--- config.mk ---
export PLATFORM = sky130hd
export DESIGN_NAME = priv_stack_bank
export DESIGN_NICKNAME = d
export VERILOG_FILES = /design/src/rtl/psb_pkg.sv /design/src/rtl/psb_access_check.sv /design/src/rtl/psb_mode_track.sv /design/src/rtl/psb_sp_bank.sv /design/src/rtl/priv_stack_bank.sv
export SDC_FILE = /design/constraint.sdc
export NUM_CORES = 1
export LEC_CHECK = 0
export ABC_AREA = 1
export BUFFER_PORTS_ARGS = -buffer_cell sky130_fd_sc_hd__buf_2
export CORE_MARGIN = 5
export CORE_UTILIZATION = 30
export DETAILED_ROUTE_END_ITERATION = 6
export PLACE_DENSITY = 0.54
export SKIP_LAST_GASP = 1
export SYNTH_ARGS = -nofsm -noshare
export SYNTH_HDL_FRONTEND = slang
export SYNTH_SLANG_ARGS = --single-unit
--- constraint.sdc ---
create_clock -name clk -period 2.8 [get_ports clk]
set_input_delay 0 -clock clk [delete_from_list [all_inputs] [get_ports clk]]
set_output_delay 0 -clock clk [all_outputs]
set_load 0.05 [all_outputs]
--- src/rtl/psb_pkg.sv ---
// Shared definitions for the privilege/stack banking unit.
// Assumes a two-bit selector naming the special-register target.
package psb_pkg;
    typedef enum logic [1:0] {
        SEL_CTRL = 2'd0,
        SEL_XSTS = 2'd1,
        SEL_MSP  = 2'd2,
        SEL_PSP  = 2'd3
    } sreg_sel_e;

    localparam int NBANK     = 2;   // main and process pointers
    localparam int BANK_MAIN = 0;
    localparam int BANK_PROC = 1;
    localparam int TBIT_POS  = 24;  // execution-state bit that must stay set
    localparam int CTRL_W    = 2;
endpackage

--- src/rtl/psb_access_check.sv ---
// Judges a special-register write request against the current level.
// A request is blocked at user level, or when it would clear the
// execution-state bit. It then produces one write enable per target.
// Purely combinational; the caller registers the result.
module psb_access_check
    import psb_pkg::*;
#(
    parameter int DATA_W = 32
) (
    input  logic              wr_en,
    input  logic [1:0]        wr_sel,
    input  logic [DATA_W-1:0] wr_data,
    input  logic              user_lvl,
    output logic              blocked,
    output logic              ctrl_we,
    output logic              msp_we,
    output logic              psp_we
);
    sreg_sel_e sel;
    logic      tbit_clear;

    // Decode the selector and the execution-state bit.
    always_comb begin
        sel        = sreg_sel_e'(wr_sel);
        tbit_clear = (sel == SEL_XSTS) && !wr_data[TBIT_POS];
    end

    // Block illegal requests and route the legal ones to their targets.
    always_comb begin
        blocked = wr_en && (user_lvl || tbit_clear);
        ctrl_we = wr_en && !blocked && (sel == SEL_CTRL);
        msp_we  = wr_en && !blocked && (sel == SEL_MSP);
        psp_we  = wr_en && !blocked && (sel == SEL_PSP);
    end
endmodule

--- src/rtl/psb_mode_track.sv ---
// Holds the handler/thread flag and the control register.
// Assumes that the strobes are single-cycle and that a control write has
// already been judged legal by the caller.
// In handler mode a control write updates the level bit only. The stored
// stack-select bit is kept for the return to thread mode.
module psb_mode_track
    import psb_pkg::*;
(
    input  logic              clk,
    input  logic              rst_n,
    input  logic              exc_enter,
    input  logic              exc_return,
    input  logic              ctrl_we,
    input  logic [CTRL_W-1:0] ctrl_wdata,
    output logic              handler_q,
    output logic [CTRL_W-1:0] ctrl_q
);
    // Mode flag: entry wins over return.
    always_ff @(posedge clk) begin
        if (!rst_n)          handler_q <= 1'b0;
        else if (exc_enter)  handler_q <= 1'b1;
        else if (exc_return) handler_q <= 1'b0;
    end

    // Control register: bit 1 is held while in handler mode.
    always_ff @(posedge clk) begin
        if (!rst_n) begin
            ctrl_q <= '0;
        end else if (ctrl_we) begin
            ctrl_q[0] <= ctrl_wdata[0];
            if (!handler_q) ctrl_q[1] <= ctrl_wdata[1];
        end
    end


    enter_mode_chk: assert property (@(posedge clk) disable iff (!rst_n)
        exc_enter |=> handler_q);


    return_mode_chk: assert property (@(posedge clk) disable iff (!rst_n)
        (exc_return && !exc_enter && !ctrl_we) |=> (!handler_q && $stable(ctrl_q)));


    handler_sel_hold_chk: assert property (@(posedge clk) disable iff (!rst_n)
        handler_q |=> (ctrl_q[1] == $past(ctrl_q[1])));
endmodule

--- src/rtl/psb_sp_bank.sv ---
// Banked stack pointers with the low alignment bits forced to zero.
// Assumes at most one bank write enable is high per cycle. The read port
// returns the selected bank.
module psb_sp_bank
    import psb_pkg::*;
#(
    parameter int SP_W  = 32,
    parameter int ALIGN = 2
) (
    input  logic             clk,
    input  logic             rst_n,
    input  logic [NBANK-1:0] bank_we,
    input  logic [SP_W-1:0]  wdata,
    input  logic             rd_sel,
    output logic [SP_W-1:0]  rd_data
);
    logic [NBANK-1:0][SP_W-1:0] sp_q;
    logic [SP_W-1:0]            wr_aligned;

    // Clear the alignment bits of the incoming value.
    always_comb wr_aligned = {wdata[SP_W-1:ALIGN], {ALIGN{1'b0}}};

    for (genvar g = 0; g < NBANK; g++) begin : g_bank
        // One pointer register per bank.
        always_ff @(posedge clk) begin
            if (!rst_n)          sp_q[g] <= '0;
            else if (bank_we[g]) sp_q[g] <= wr_aligned;
        end


        bank_hold_chk: assert property (@(posedge clk) disable iff (!rst_n)
            !bank_we[g] |=> $stable(sp_q[g]));


        bank_load_chk: assert property (@(posedge clk) disable iff (!rst_n)
            bank_we[g] |=> (sp_q[g][SP_W-1:ALIGN] == $past(wdata[SP_W-1:ALIGN])
                            && sp_q[g][ALIGN-1:0] == '0));
    end

    // Select the bank for the read port.
    always_comb rd_data = sp_q[rd_sel];


    one_writer_chk: assert property (@(posedge clk) disable iff (!rst_n)
        $countones(bank_we) <= 1);
endmodule

--- src/rtl/priv_stack_bank.sv ---
// Top of the privilege-level and stack-pointer banking unit.
// Judges special-register writes, steers stack writes to the active
// bank, and produces a registered one-cycle fault pulse for blocked
// requests. Writes are judged against the mode and level held before
// the clock edge, so a write in the same cycle as a strobe uses the old
// state.
module priv_stack_bank
    import psb_pkg::*;
#(
    parameter int SP_W  = 32,
    parameter int ALIGN = 2
) (
    input  logic            clk,
    input  logic            rst_n,
    input  logic            exc_enter,
    input  logic            exc_return,
    input  logic            sreg_wr_en,
    input  logic [1:0]      sreg_wr_sel,
    input  logic [SP_W-1:0] sreg_wr_data,
    input  logic            sp_wr_en,
    input  logic [SP_W-1:0] sp_wr_data,
    output logic            is_user,
    output logic            is_handler,
    output logic [1:0]      ctrl_rd,
    output logic [SP_W-1:0] sp_active,
    output logic            fault
);
    logic              handler_q;
    logic [CTRL_W-1:0] ctrl_q;
    logic              user_lvl;
    logic              use_proc;
    logic              blocked;
    logic              ctrl_we;
    logic              msp_we;
    logic              psp_we;
    logic              plain_we;
    logic [NBANK-1:0]  bank_we;
    logic [SP_W-1:0]   bank_wdata;
    logic              fault_q;

    // Derive the level and the stack selection from the mode and control bits.
    always_comb begin
        user_lvl = !handler_q && ctrl_q[0];
        use_proc = !handler_q && ctrl_q[1];
    end

    psb_access_check #(.DATA_W(SP_W)) u_check (
        .wr_en    (sreg_wr_en),
        .wr_sel   (sreg_wr_sel),
        .wr_data  (sreg_wr_data),
        .user_lvl (user_lvl),
        .blocked  (blocked),
        .ctrl_we  (ctrl_we),
        .msp_we   (msp_we),
        .psp_we   (psp_we)
    );

    psb_mode_track u_mode (
        .clk        (clk),
        .rst_n      (rst_n),
        .exc_enter  (exc_enter),
        .exc_return (exc_return),
        .ctrl_we    (ctrl_we),
        .ctrl_wdata (sreg_wr_data[CTRL_W-1:0]),
        .handler_q  (handler_q),
        .ctrl_q     (ctrl_q)
    );

    // Steer writes: special-register writes take precedence over plain stack writes.
    always_comb begin
        plain_we            = sp_wr_en && !sreg_wr_en;
        bank_we[BANK_MAIN]  = msp_we || (plain_we && !use_proc);
        bank_we[BANK_PROC]  = psp_we || (plain_we && use_proc);
        bank_wdata          = sreg_wr_en ? sreg_wr_data : sp_wr_data;
    end

    psb_sp_bank #(.SP_W(SP_W), .ALIGN(ALIGN)) u_bank (
        .clk     (clk),
        .rst_n   (rst_n),
        .bank_we (bank_we),
        .wdata   (bank_wdata),
        .rd_sel  (use_proc),
        .rd_data (sp_active)
    );

    // Register the fault pulse for a blocked request.
    always_ff @(posedge clk) begin
        if (!rst_n) fault_q <= 1'b0;
        else        fault_q <= blocked;
    end

    // Drive the status outputs.
    always_comb begin
        is_user    = user_lvl;
        is_handler = handler_q;
        ctrl_rd    = {use_proc, ctrl_q[0]};
        fault      = fault_q;
    end


    legal_state_chk: assert property (@(posedge clk) disable iff (!rst_n)
        !(is_user && is_handler));


    fault_cause_chk: assert property (@(posedge clk) disable iff (!rst_n)
        fault |-> $past(sreg_wr_en));


    user_block_chk: assert property (@(posedge clk) disable iff (!rst_n)
        (sreg_wr_en && is_user && !exc_enter && !exc_return)
            |=> (fault && $stable(ctrl_rd) && $stable(sp_active) && $stable(is_user)));


    sp_align_chk: assert property (@(posedge clk) disable iff (!rst_n)
        sp_active[ALIGN-1:0] == '0);


    handler_main_chk: assert property (@(posedge clk) disable iff (!rst_n)
        is_handler |-> (ctrl_rd[1] == 1'b0));
endmodule

==> impl_metrics.json, run 1 <==
{
  "status": "completed",
  "p_leak_nw": 2.15,
  "wl_met2_um": 4780,
  "grt_overflow": 0,
  "arrival_ns": 1.97,
  "synth-edff-count": 0,
  "tightest_slew_ns": 1.02,
  "die_area_um2": 12500,
  "hold_viol": 0,
  "yosysWarnings": 0,
  "synth-seq-cells": 64,
  "max_stage_delay_ns": 0.36,
  "cts_sinks": 64,
  "remaining_drc_errors": 0,
  "vdd_ir_drop_max_mv": 0.353,
  "die-width_um": 112,
  "place_congestion": 0.749,
  "clk_pin_slew_worst_paths_ns": 0.07,
  "ant_nets": 0,
  "initial_core_util_pct": 30.4,
  "multi_input_area_um2": 1560,
  "reg2reg_to": "u_bank.sp_q[34]",
  "worst_path_max_delay_cell": "inv_2",
  "worstSetupStartpoint": "u_mode.handler_q",
  "cap_violations": 0,
  "grt_pass1_vias": 3316,
  "cts_hold_buf": 17,
  "dr_wl_met3_um": 523,
  "synth_area_leaders": "dfxtp_1 41%, nand2_1 22%, nor2_1 15%, o21ai_0 7.6%, buf_6 2.9%",
  "endpoint": "u_bank.sp_q[34]",
  "wirelength_um": 9580,
  "die_h_um": 112,
  "max_slew_margin_pct": 32.0,
  "setup_viol_count_final": 0,
  "postSynthCellCount": 494,
  "crit_fanout": 31,
  "synth_top_area_share_pct": 41.2,
  "r2r_cells": 7,
  "dp_hpwl_um": 6030,
  "drive_above_1_share_pct": 21.8,
  "avgSynthCellArea_um2": 6.29,
  "fin_crit_sh_pct": 62.2,
  "startpoint_type": "register",
  "cts_setup_buffers": 0,
  "regArea_um2": 1280,
  "routed.top_layer": "met4",
  "drt-initial-drc-count": 153,
  "rsz0062_at_grt": "false",
  "nNetsFinal": 668,
  "syn_to_final_growth_pct": 27.3,
  "min_path_cells": 5,
  "cts.repair.resized": 0,
  "reg2reg_slack_ns": 1.06,
  "htreeDepth": 3,
  "antenna_cells": 0,
  "wire_per_inst_um": 13.0,
  "hold_class": "in2reg",
  "synth_top_cells_by_count": "180 x nand2_1, 126 x nor2_1, 64 x dfxtp_1",
  "crit_required_ns": 3.03,
  "antenna_found_initial": 0,
  "fin_crit_ns": 1.74,
  "fmax_ghz": 0.575,
  "clock_skew_ns": 0.00738,
  "synth_most_common_cell": "nand2_1",
  "crit_path_end_kind": "register",
  "dp_slack_ns": 0.892,
  "fp.coreArea_um2": 10200,
  "yosysTopAreaCell": "dfxtp_1",
  "synth.yosys.seq_area_share_pct": 41.2,
  "dominantRegCellSynth": "dfxtp_1",
  "grt_max_degree": 63,
  "rows": 37,
  "path_class": "reg2reg",
  "vias": 3307,
  "cts_root_buf": "clkbuf_8",
  "path_cells": "inv_2 > nand2_2 > nand4_1 > nand2_4 > inv_2 > nor2_1 > nor2_1",
  "timing.rr.start": "u_mode.handler_q",
  "cts_buffers": 9,
  "async_flop_share_pct": 0,
  "setup_tns_ns": 0,
  "syn_area_um2": 3110,
  "firstDrtPassIters": 4,
  "io_buffers": 104,
  "insertion_delay_ns": 0.34,
  "cts_tree": "built",
  "ios": 109,
  "grt_pass1_wl_um": 16100,
  "setup_ws_ns": 1.06,
  "viasPerCell": 4.49,
  "m1WireLength_um": 4230,
  "cts_max_path_buffers": 2,
  "grt_use_total_pct": 15.8,
  "p_per_area_nw_per_um2": 578,
  "netlist-cell-type-count": 21,
  "fillCellCount": 1096,
  "drv_slew": 0
}
[layer usage]
metal	vias up	GRT usage, %
met5	-	0
met2	86	27.6
li1	1722	-
met3	6	4.62
met4	0	3.65
met1	1493	19.0
[logic make-up (layout without fill, tap and decap cells)]
kind of cell	count (synthesis)	count (layout)	synth area share, %
buffers and inverters	47	153	8.82
AOI/OAI and AO/OA	65	65	10.5
DFF	64	64	41.2
other	1	2	0.121
and+or+nand+nor	317	317	39.3
[state kept, by name (all words and copies together) (netlist names)]
| signal | flops |
|---|---|
| fault | 1 |
| u_mode.handler_q | 1 |
| u_mode.ctrl_q | 2 |
| u_bank.sp_q | 60 |
[placed cells by master, fill, tap and decap left out]
cell type and count:
nand3_2 1, nand4_1 2, nand2_2 3, nand3_1 4, o21ai_1 15, a21oi_1 2
nand2_1 180, bufinv_16 1, dlygate4sd3_1 17, dfxtp_1 64, buf_4 4, a211oi_1 1
inv_2 4, conb_1 2, clkinv_2 3, clkbuf_8 9, inv_1 7, nor2_1 126
clkbuf_1 3, inv_4 1, nand2_4 1, buf_2 104, o21ai_0 47
[final cells by class]
| cell class | instances | share of cell area [%] |
|---|---|---|
| Clock buffer | 12 | 3.42 |
| Inverter | 12 | 1.20 |
| Tap cell | 136 | 4.30 |
| Multi-Input combinational cell | 384 | 39.3 |
| Timing Repair Buffer | 125 | 18.2 |
| Sequential cell | 64 | 32.4 |
| Clock inverter | 4 | 1.14 |
[worst max-delay path, delay by kind of cell (launching register included)]
| family | cells | cell delay (ns) |
|---|---|---|
| simple gates | 5 | 0.83 |
| flops | 1 | 0.34 |
| buf+inv | 2 | 0.43 |
[worst min path at each step]
stage | from | endpoint | slack [ns]
floorplan | exc_enter | u_mode.handler_q | 0.12
global placement | exc_enter | u_mode.handler_q | 0.22
detailed placement | exc_enter | u_mode.handler_q | 0.22
CTS | sp_wr_data[27] | u_bank.sp_q[59] | 0.0001
global route | sp_wr_data[25] | u_bank.sp_q[25] | 0.03
finish | sp_wr_data[16] | u_bank.sp_q[16] | 0.01
[stage by stage]
stage	hold WS, ns	std cells	instance area [um2]	power, W	utilization [%]
floorplan	0.121	495	3110	0.00140	-
global placement	0.215	704	3610	0.00153	35.2
detailed placement	0.218	704	3610	0.00154	35.2
CTS	0.000115	737	3960	0.00232	38.7
global route	0.0334	737	3960	0.00241	38.7
finish	0.0108	737	3960	0.00229	38.7
[power by group]
part,leakage [nW],switching [W],internal (W)
sequential,0.527,0.0000304,0.000977
clock,0.0941,0.000346,0.000408
combinational,1.53,0.000370,0.000155
(Power assumes the default switching activity.)
==> run 2, diff against run 1 <==
--- a/config.mk
+++ b/config.mk
@@ -10,7 +10,7 @@
 export CORE_MARGIN = 5
 export CORE_UTILIZATION = 30
 export DETAILED_ROUTE_END_ITERATION = 6
-export PLACE_DENSITY = 0.54
+export PLACE_DENSITY = 0.56
 export SKIP_LAST_GASP = 1
 export SYNTH_ARGS = -nofsm -noshare
 export SYNTH_HDL_FRONTEND = slang
==> constraint.sdc (replaced) <==
create_clock -name clk -period 1.6 [get_ports clk]
set_input_delay 0 -clock clk [delete_from_list [all_inputs] [get_ports clk]]
set_output_delay 0 -clock clk [all_outputs]
set_load 0.05 [all_outputs]
==> impl_metrics.json, run 2 (synthesized netlist as in run 1, its figures left out) <==
{
  "die_h_um": 112,
  "r2r_cells": 8,
  "syn_to_final_growth_pct": 33.8,
  "ios": 109,
  "remaining_drc_errors": 0,
  "cts_tree": "built",
  "antenna_cells": 0,
  "vdd_ir_drop_max_mv": 0.527,
  "status": "completed",
  "initial_core_util_pct": 30.4,
  "p_leak_nw": 2.22,
  "firstDrtPassIters": 5,
  "clk_pin_slew_worst_paths_ns": 0.07,
  "grt_max_degree": 37,
  "ant_nets": 0,
  "drive_above_1_share_pct": 23.3,
  "wire_per_inst_um": 12.8,
  "p_per_area_nw_per_um2": 1050,
  "startpoint_type": "register",
  "rows": 37,
  "reg_top3": "u_bank.sp_q x60, u_mode.ctrl_q x2",
  "drt-initial-drc-count": 143,
  "largest_reg_flops": 60,
  "io_buffers": 104,
  "dp_hpwl_um": 6350,
  "fmax_ghz": 0.653,
  "fin_crit_ns": 1.53,
  "grt_pass1_vias": 3185,
  "viasPerCell": 4.53,
  "crit_path_end_kind": "primary output",
  "hold_class": "in2reg",
  "holdWs_ns": 0.0145,
  "nNetsFinal": 672,
  "path_class": "reg2out",
  "cts_setup_buffers": 0,
  "die_area_um2": 12500,
  "min_path_cells": 5,
  "rsz0062_at_grt": "true",
  "cts_max_path_buffers": 2,
  "crit_required_ns": 1.60,
  "final_common_cell": "nand2_1",
  "clock_skew_ns": 0.00649,
  "regMostFlops": "u_bank.sp_q",
  "fin_crit_sh_pct": 95.8,
  "insertion_delay_ns": 0.33,
  "wirelength_um": 9500,
  "final_util_pct": 40.6,
  "fp.coreArea_um2": 10200,
  "hold_viol": 0,
  "cap_violations": 0,
  "die-width_um": 112,
  "grt_overflow": 0,
  "setup_viol_count_final": 0,
  "antenna_found_initial": 1,
  "crit_fanout": 13,
  "final_cell_mix": "180 x nand2_1, 126 x nor2_1, 77 x buf_2, 64 x dfxtp_1, 47 x o21ai_0",
  "drv_slew": 0,
  "arrival_ns": 1.53,
  "grt_pass1_wl_um": 15500,
  "cts_root_buf": "clkbuf_8",
  "cts_buffers": 9,
  "p_total_w": 0.00438,
  "vias": 3353,
  "htreeDepth": 3,
  "place_congestion": 0.730,
  "cts_sinks": 64,
  "grt_use_total_pct": 15.2
}
## run 2: cell count changes in the layout (fill, tap and decap cells not counted), sizes merged
cell         change
clkbuf           +6
dlygate4sd3      -4
buf              +3
clkinv           -3
bufinv           +1
## run 2: report_power, final
part	switching, W	leakage (nW)	internal [W]
logic	0.000655	1.57	0.000326
clock network	0.000595	0.122	0.00104
registers	0.0000539	0.527	0.00171
total	0.00130	2.22	0.00308
## run 2: final timing paths
kind,end,startpoint,slack (ns)
worst max-delay path,sp_active[4],u_mode.handler_q,0.07
worst min-delay path,u_bank.sp_q[60],sp_wr_data[28],0.01
worst min register to register,u_bank.sp_q[53],u_bank.sp_q[53],0.50
worst max register to register,u_bank.sp_q[47],u_mode.handler_q,0.23
## run 2: cell type report
cell class                 count  area (um2)
clock inverter                 2        60.1
tap                          136         170
clock buffer                  13         179
multi-input combinational    384        1560
inverter                      12        55.1
sequential                    64        1280
fill                        1089        6070
timing repair buffer         129         856
## run 2: per-stage QoR
stage	instances	worst slack, ns	area (um2)	setup TNS (ns)
final	740	0.0679	4160	0
after global routing	740	-0.0494	4160	-0.239
after CTS	740	-0.0103	4110	-0.0103
after detailed placement	712	0.132	3680	0
after global placement	712	0.179	3680	0
after floorplan	495	0.0432	3110	0
## run 2: what timing repair did
action | in CTS | in global routing
gates resized for setup | 23 | 19
endpoints found under the hold margin | 10 | 0
hold buffers | 13 | 0
pin swaps | 0 | 0
endpoints found under the setup margin | 30 | 40
## run 2: critical path, stage by stage, from the launching register on
cell and delay, ns:
dfxtp_1 0.32, inv_2 0.10, nand2_2 0.11, inv_4 0.13
buf_6 0.17, nand2_1 0.06, nand2_1 0.09, buf_4 0.20
## run 2: layer usage
layer	wire (um)	vias up	part of all wire [%]	track usage, %
met2	4600	86	48	25.9
li1	-	1728	-	-
met1	4260	1528	45	18.3
met5	13	-	0.14	0
met3	575	9	6.1	5.33
met4	62	2	0.65	3.57
